--- src/rtl/bsx_pkg.sv ---
package bsx_pkg;

  typedef enum logic [3:0] {
    OP_PASS  = 4'd0,
    OP_ISO1  = 4'd1,
    OP_CLR1  = 4'd2,
    OP_FILL1 = 4'd3,
    OP_MSK1  = 4'd4,
    OP_TZM   = 4'd5,
    OP_SET0  = 4'd6,
    OP_ISO0  = 4'd7,
    OP_CLRT  = 4'd8,
    OP_MSK0  = 4'd9
  } bsx_op_e;

  // Opcodes that look for a 1 bit
  function automatic logic seeks_one(input logic [3:0] op);
    return (op >= 4'd1) && (op <= 4'd5);
  endfunction

  // Opcodes that look for a 0 bit
  function automatic logic seeks_zero(input logic [3:0] op);
    return (op >= 4'd6) && (op <= 4'd9);
  endfunction

endpackage

--- src/rtl/bsx_reverse.sv ---
module bsx_reverse #(
  parameter int WIDTH = 16
) (
  input  logic [WIDTH-1:0] din,
  input  logic             flip,
  output logic [WIDTH-1:0] dout
);

  logic [WIDTH-1:0] mirrored;

  for (genvar i = 0; i < WIDTH; i++) begin : g_mirror
    assign mirrored[i] = din[WIDTH-1-i];
  end

  assign dout = flip ? mirrored : din;

endmodule

--- src/rtl/bsx_core.sv ---
module bsx_core
  import bsx_pkg::*;
#(
  parameter int WIDTH      = 16,
  parameter bit CARRY_FLAG = 1'b1
) (
  input  logic [WIDTH-1:0] x,
  input  logic [3:0]       op,
  output logic [WIDTH-1:0] raw,
  output logic             found
);

  localparam logic [WIDTH-1:0] ALL_ONES = {WIDTH{1'b1}};

  logic [WIDTH-1:0] dec;
  logic [WIDTH-1:0] inc;
  logic [WIDTH-1:0] neg;
  logic             none_one;
  logic             none_zero;

  assign neg = ~x + 1'b1;

  if (CARRY_FLAG) begin : g_carry
    // One extra bit: borrow out of x-1 means x was zero, carry out of x+1 means all ones
    logic [WIDTH:0] dec_ext;
    logic [WIDTH:0] inc_ext;
    assign dec_ext   = {1'b0, x} - 1'b1;
    assign inc_ext   = {1'b0, x} + 1'b1;
    assign dec       = dec_ext[WIDTH-1:0];
    assign inc       = inc_ext[WIDTH-1:0];
    assign none_one  = dec_ext[WIDTH];
    assign none_zero = inc_ext[WIDTH];
  end else begin : g_compare
    assign dec       = x - 1'b1;
    assign inc       = x + 1'b1;
    assign none_one  = (x == '0);
    assign none_zero = (x == ALL_ONES);
  end

  always_comb begin
    case (op)
      OP_ISO1:  raw = x & neg;
      OP_CLR1:  raw = x & dec;
      OP_FILL1: raw = x | dec;
      OP_MSK1:  raw = x ^ dec;
      OP_TZM:   raw = ~x & dec;
      OP_SET0:  raw = x | inc;
      OP_ISO0:  raw = ~x & inc;
      OP_CLRT:  raw = x & inc;
      OP_MSK0:  raw = x ^ inc;
      default:  raw = x;
    endcase
  end

  always_comb begin
    if (seeks_one(op))       found = ~none_one;
    else if (seeks_zero(op)) found = ~none_zero;
    else                     found = 1'b1;
  end

endmodule

--- src/rtl/bsx_outreg.sv ---
module bsx_outreg #(
  parameter int WIDTH  = 16,
  parameter bit ENABLE = 1'b1
) (
  input  logic             clk,
  input  logic             rst_n,
  input  logic [WIDTH-1:0] d_res,
  input  logic             d_found,
  output logic [WIDTH-1:0] q_res,
  output logic             q_found
);

  if (ENABLE) begin : g_reg
    logic [WIDTH-1:0] res_q, res_d;
    logic             fnd_q, fnd_d;

    always_comb begin
      res_d = d_res;
      fnd_d = d_found;
    end

    always_ff @(posedge clk or negedge rst_n) begin
      if (!rst_n) begin
        res_q <= '0;
        fnd_q <= 1'b0;
      end else begin
        res_q <= res_d;
        fnd_q <= fnd_d;
      end
    end

    assign q_res   = res_q;
    assign q_found = fnd_q;
  end else begin : g_wire
    assign q_res   = d_res;
    assign q_found = d_found;
  end

endmodule

--- src/rtl/bitscan_xform.sv ---
module bitscan_xform
  import bsx_pkg::*;
#(
  parameter int WIDTH         = 16,
  parameter bit REG_OUT       = 1'b1,
  parameter bit NOTFOUND_ZERO = 1'b1,
  parameter bit CARRY_FLAG    = 1'b1
) (
  input  logic             clk,
  input  logic             rst_n,
  input  logic [WIDTH-1:0] operand,
  input  logic [3:0]       opcode,
  input  logic             from_left,
  output logic [WIDTH-1:0] result,
  output logic             found
);

  logic [WIDTH-1:0] x_in;
  logic [WIDTH-1:0] raw;
  logic [WIDTH-1:0] raw_out;
  logic [WIDTH-1:0] fixed;
  logic             hit;

  bsx_reverse #(.WIDTH(WIDTH)) u_rev_in (
    .din(operand), .flip(from_left), .dout(x_in)
  );

  bsx_core #(.WIDTH(WIDTH), .CARRY_FLAG(CARRY_FLAG)) u_core (
    .x(x_in), .op(opcode), .raw(raw), .found(hit)
  );

  bsx_reverse #(.WIDTH(WIDTH)) u_rev_out (
    .din(raw), .flip(from_left), .dout(raw_out)
  );

  // Not-found fixup
  always_comb begin
    if (!hit && NOTFOUND_ZERO) fixed = '0;
    else                       fixed = raw_out;
  end

  bsx_outreg #(.WIDTH(WIDTH), .ENABLE(REG_OUT)) u_oreg (
    .clk(clk), .rst_n(rst_n),
    .d_res(fixed), .d_found(hit),
    .q_res(result), .q_found(found)
  );

  // Isolate operations produce at most one set bit
  assert_iso_onehot_R2: assert property (@(posedge clk) disable iff (!rst_n)
    (opcode == OP_ISO1 || opcode == OP_ISO0) |-> $onehot0(fixed));

  // Clearing the first 1 removes exactly one bit and adds none
  assert_clear_drops_one_R3: assert property (@(posedge clk) disable iff (!rst_n)
    (opcode == OP_CLR1 && hit) |->
      (($countones(fixed) + 1 == $countones(operand)) && ((fixed & ~operand) == '0)));

  // Setting the first 0 adds exactly one bit and removes none
  assert_set_adds_one_R6: assert property (@(posedge clk) disable iff (!rst_n)
    (opcode == OP_SET0 && hit) |->
      (($countones(fixed) == $countones(operand) + 1) && ((operand & ~fixed) == '0)));

  // Leftward isolate returns the highest set bit of the operand
  assert_left_iso_top_R8: assert property (@(posedge clk) disable iff (!rst_n)
    (opcode == OP_ISO1 && from_left && hit) |->
      ((operand & ~(fixed | (fixed - 1'b1))) == '0));

  // Failed search forces zero
  assert_notfound_zero_R9: assert property (@(posedge clk) disable iff (!rst_n)
    (!hit && NOTFOUND_ZERO) |-> (fixed == '0));

  // Unused codes are transparent
  assert_pass_through_R10: assert property (@(posedge clk) disable iff (!rst_n)
    (!seeks_one(opcode) && !seeks_zero(opcode)) |-> (hit && fixed == operand));

endmodule

--- config.mk ---
export PLATFORM = sky130hd
export DESIGN_NAME = bitscan_xform
export DESIGN_NICKNAME = d
export VERILOG_FILES = /design/src/rtl/bsx_pkg.sv /design/src/rtl/bsx_reverse.sv /design/src/rtl/bsx_core.sv /design/src/rtl/bsx_outreg.sv /design/src/rtl/bitscan_xform.sv
export SDC_FILE = /design/constraint.sdc
export NUM_CORES = 1
export LEC_CHECK = 0
export ABC_AREA = 1
export BUFFER_PORTS_ARGS = -buffer_cell sky130_fd_sc_hd__buf_2
export CORE_UTILIZATION = 35
export CTS_CLUSTER_DIAMETER = 30
export CTS_CLUSTER_SIZE = 24
export DETAILED_ROUTE_END_ITERATION = 10
export PLACE_DENSITY = 0.53
export SLEW_MARGIN = 5
export SYNTH_ARGS = -nofsm -noshare
export SYNTH_HDL_FRONTEND = slang
export SYNTH_HIERARCHICAL = 1
export SYNTH_SLANG_ARGS = --single-unit
--- constraint.sdc ---
create_clock -name clk -period 0.86 [get_ports clk]
set_input_delay 0.086 -clock clk [delete_from_list [all_inputs] [get_ports clk]]
set_output_delay 0.086 -clock clk [all_outputs]
set_load 0.01 [all_outputs]
Word level (Yosys, flattened, before mapping) --
Index checks and enable logic that the tools add are counted.
Word-level totals: logic and storage cells 38, register bits after elaboration 17
Operators by class: reductions and logical operators 2, add/sub/neg operators 3, mux-type cells 6, bitwise logic cells 12, magnitude comparators 4, equality and inequality tests 9
Operator list (number):
- 16-bit case mux with 9 select lines | 1
- 16-bit bitwise AND | 5
- 16-bit 2-to-1 mux | 3
- 16-bit bitwise OR | 2
- 16-bit bitwise XOR | 2
- 16-bit by 1-bit adder with 17-bit output, second input constant | 1
- 16-bit by 1-bit subtractor with 17-bit output, second input constant | 1
- 16-bit by 1-bit adder with 16-bit output, second input constant | 1
- 4-bit by 3-bit == test with 1-bit output, second input constant | 4
- 16-bit NOT | 1
- 4-bit by 2-bit == test with 1-bit output, second input constant | 2
- 4-bit == test, second input constant | 2
- 4-bit by 1-bit == test with 1-bit output, second input constant | 1
- 4-bit by 1-bit >= comparator with 1-bit output, second input constant | 1
- 4-bit by 3-bit >= comparator with 1-bit output, second input constant | 1
- 4-bit by 3-bit less-or-equal comparator with 1-bit output, second input constant | 1
- 4-bit less-or-equal comparator, second input constant | 1
- 1-bit logical AND | 2
- 1-bit 2-to-1 mux | 2
- 1-bit NOT | 2

Longest topological paths before layout --
depth after elaboration 7, mapped depth 22, gate-level depth less buffers 20

Cells and area by module --
The synthesis kept the hierarchy.
Modules (own cells, without submodules):
- bsx_core | instances 1, area an instance 2073.2 µm², cells each 426, sequential area each 0.0 µm²
- bsx_reverse | instances 2, area an instance 284.0 µm², cells each 52, sequential area each 0.0 µm²
- bsx_outreg | instances 1, area an instance 425.4 µm², cells each 17, sequential area each 425.4 µm²
- bitscan_xform | instances 1, area an instance 163.9 µm², cells each 34, sequential area each 0.0 µm²

Worst setup path before layout --
OpenSTA, ideal clock, no wires.
kind input to register, start point input port from_left, end point register u_oreg.g_reg.res_q[9] (netlist: u_oreg/q_res[9]), arrival 1.774 ns, data required time 0.747 ns, setup slack -1.027 ns, stages on the path 19, setup time 0.113 ns, cells stage by stage buf_6 inv_8 nand2_1 nand2_1 inv_1 ha_1 nand3_1 o21ai_1 nand2_1 nand2_1 o21ai_1 nand2_1 nand2_1 a21oi_1 nand2_1 nand2_1 nand2_2 nand2_1 inv_1
Between the ends: cells in the longest elaborated chain, start to end 7, elaborated cells between the ends (all ways) 21, those cells by class add/sub: 3; mux: 6; bitwise: 12
Ends and longest elaborated chain:
- start: declaration | line bitscan_xform.sv:13 | input logic from_left,
- 16-bit 2-to-1 mux * | line bsx_reverse.sv:15 | assign dout = flip ? mirrored : din;
- net x_in[0] | line bitscan_xform.sv:18 | logic [WIDTH-1:0] x_in;
- 16-bit NOT | line bsx_core.sv:21 | assign neg = ~x + 1'b1;
- 16-bit by 1-bit adder with 16-bit output | line bsx_core.sv:21
- 16-bit bitwise AND | line bsx_core.sv:42 | OP_ISO1: raw = x & neg;
- 16-bit case mux with 9 select lines * | line bsx_core.sv:41 | case (op)
- net raw[6] | line bitscan_xform.sv:19 | logic [WIDTH-1:0] raw;
- 16-bit 2-to-1 mux * | line bsx_reverse.sv:15
- net raw_out[9] | line bitscan_xform.sv:20 | logic [WIDTH-1:0] raw_out;
- 16-bit 2-to-1 mux * | line bitscan_xform.sv:38 | if (!hit && NOTFOUND_ZERO) fixed = '0;
- net fixed[9] | line bitscan_xform.sv:21 | logic [WIDTH-1:0] fixed;
- end signal: assignment | line bsx_outreg.sv:27 | res_q <= res_d;
- end: declaration | line bsx_outreg.sv:14 | logic [WIDTH-1:0] res_q, res_d;
Mark *: on every way through the listed nets, which the timed path passes. The rest lies on a longest branch.

Final worst setup path --
start point input port from_left, end point register u_oreg.g_reg.res_q[13] (netlist: u_oreg/q_res[13])
Same word-level chain as after synthesis.

==> impl_metrics.json <==
{
  "clock_path_buffers": 2,
  "netlist_area_um2": 3230,
  "grt_max_degree": 20,
  "syn2layout_area_growth_pct": 64.7,
  "fin_setup_tns_ns": -13.98,
  "die_y_um": 98.1,
  "track_usage_pct": 30.2,
  "cts_made_buffers": 3,
  "fin_crit_ns": 1.75,
  "synth_top_area_share_pct": 25.1,
  "wl_um": 14200,
  "clockRootBuffer": "clkbuf_8",
  "grt_pass1_wl_um": 22500,
  "antenna_found_initial": 0,
  "die_area_um2": 9620,
  "ant_nets": 0,
  "yosys_warnings": 6,
  "finalCritPeriodShare_pct": 204,
  "drive_gt1_share_pct": 51.5,
  "status": "complete, but fails checks",
  "synth.distinct_cells": 43,
  "synth_top_area_cell": "nand2_1",
  "dr_total_vias": 4496,
  "synth_edf_count": 0,
  "path_class": "input pin to flop",
  "grtUsageMet2_pct": 50.8,
  "synth.area.top_cells": "nand2_1 25%, dfrtp_1 13%, nand2_2 10%",
  "start_util_pct": 36.5,
  "critPathLaunchType": "input pin",
  "violations": "design-rule violations, negative setup slack",
  "cp-end-kind": "flop",
  "fin_util_pct": 60.1,
  "finalMaxSlewViolations": 0,
  "syn-num-nets": 606,
  "synth.avg_cell_area_um2": 5.56,
  "post-dp-hpwl_um": 11100,
  "grt-ovfl-total": 0,
  "postSynthCellCount": 581,
  "crit_arrival_ns": 1.90,
  "clkSinkCount": 17,
  "worst_slack_ns": -0.893,
  "setup.worst_path.start": "from_left",
  "hold_violations": 0,
  "gp_congestion": 0.999,
  "async_flop_share_pct": 100,
  "met1_usage_pct": 37.7,
  "setup_violations": 18,
  "num_rows": 34,
  "maxCapViolCount": 0,
  "fmax_ghz": 0.570,
  "p_leak_nw": 2.78,
  "vias_per_cell": 5.22,
  "place_ws_ns": -1.35,
  "io_pins": 40,
  "grt_pass1_vias": 4418,
  "worstMarginPinSlew_ns": 0.497,
  "port-buffer-count": 39,
  "holdWs_ns": 0.277,
  "rsz0062_at_grt": "yes",
  "firstDrtPassIters": 8,
  "synth_seq_cells": 17,
  "dieWidth_um": 98.1,
  "ir_drop_v": 0.000576,
  "antenna_cells": 0,
  "hold_path_class": "input pin to async pin",
  "synthFlopType": "dfrtp_1",
  "fp.coreArea_um2": 8850,
  "critical_path_required_ns": 1.01,
  "htreeDepth": 1,
  "grtUsageMet3_pct": 5.08,
  "worstPathMaxFanout": 8,
  "powerDensity_nw_per_um2": 816,
  "seq_area_frac_synth_pct": 13.2,
  "cts_tree": "yes",
  "crit_end": "u_oreg/q_res[13]",
  "regArea_um2": 425,
  "nets": 779,
  "multi_input_area_um2": 2980,
  "dr.first_iter.drc_count": 248,
  "drc": 1,
  "busiest_layer": "met2",
  "nFillCells": 879,
  "cts.clk_slew.worst_paths_ns": 0.07,
  "slew-limit-headroom_pct": 66.9,
  "post_drt_wl_per_cell_um": 16.5
}
-- metrics by stage --
stage / power [mW] / instance area (µm²) / instances
2_1_floorplan: 2.37 / 3430 / 581
3_3_place_gp: 3.29 / 4550 / 835
4_1_cts: 4.22 / 5090 / 855
6_report: 4.34 / 5320 / 861
3_5_place_dp: 3.32 / 4550 / 835
5_1_grt: 4.65 / 5320 / 861
-- power breakdown --
group | leakage, nW | switching (mW) | internal (mW)
combinational | 2.55 | 1.63 | 1.17
sequential | 0.209 | 0.0270 | 0.908
clock | 0.0255 | 0.277 | 0.322
-- worst max-delay path: stages --
cell	delay, ns
buf_12	0.13
bufbuf_16	0.27
nand2_2	0.07
nand2_4	0.08
buf_4	0.14
nand2_2	0.09
buf_4	0.13
nor3_2	0.04
buf_4	0.15
or2_2	0.28
a21oi_2	0.14
nand2_2	0.09
nand2_1	0.06
nand2_1	0.04
nand2_1	0.05
inv_1	0.04
-- metal layers --
metal / vias to the layer above / part of all wire, %
met5: - / 0
met4: 0 / 4.4
met3: 57 / 7.5
met2: 193 / 47
met1: 2033 / 41
li1: 2213 / -
-- cells in the mapped netlist (6+ instances only) --
library cell	n
inv_1	59
nand2_2	52
o21ai_0	24
nor3_1	7
nand2_1	216
buf_2	7
o2111ai_1	6
nand4_1	7
buf_6	7
nor2_1	37
nand3_1	54
xor2_1	7
dfrtp_1	17
nor2_2	6
inv_2	6
a21oi_1	14
-- cell type report --
cell class	instances	share of cell area, %
Clock buffer	3	0.776
Multi-Input combinational cell	474	56.0
Inverter	70	5.41
Sequential cell	17	7.99
Timing Repair inverter	1	0.118
Timing Repair Buffer	187	27.0
Tap cell	108	2.54
Clock inverter	1	0.0941
-- registers in the layout, summed over array words and instances, names as in the netlist --
signal          count
u_oreg/q_res       16
u_oreg/q_found      1
-- layout by cell type, fill, tap and decap left out, drive strengths merged, types with 14 or more instances in the layout --
cell type,instances
a21oi,14
buf,185
dfrtp,17
inv,69
nand2,272
nand3,56
nor2,47
o21ai,29
-- what timing repair did --
| item | CTS | global route |
|---|---|---|
| resized for setup | 91 | 54 |
| gates cloned | 2 | 0 |
| setup endpoints to repair | 19 | 26 |
| buffers inserted | 13 | 6 |
| pin swaps | 44 | 44 |
| hold buffers | 1 | 0 |
| hold endpoints to repair | 17 | 0 |
-- how the worst min path moves through the flow --
stage,startpoint,to,slack [ns],cells past startpoint
6_report,rst_n,u_oreg/q_res[8],0.28,2
5_1_grt,rst_n,u_oreg/q_res[7],0.30,2
4_1_cts,rst_n,u_oreg/q_res[8],0.29,2
3_5_place_dp,rst_n,u_oreg/q_res[8],0.04,1
3_3_place_gp,rst_n,u_oreg/q_res[8],0.02,1
2_1_floorplan,rst_n,u_oreg/q_found,-0.21,0
-- logic make-up after synthesis --
kind of cell / share of synthesized area (%)
xor gates and xnor gates: 2.17
and+or+nand+nor: 55.7
adders and majority gates: 0.774
AOI/OAI and AO/OA: 13.7
buffers and inverters: 14.5
DFF: 13.2
Note: power is estimated with default switching activity, not from simulation.
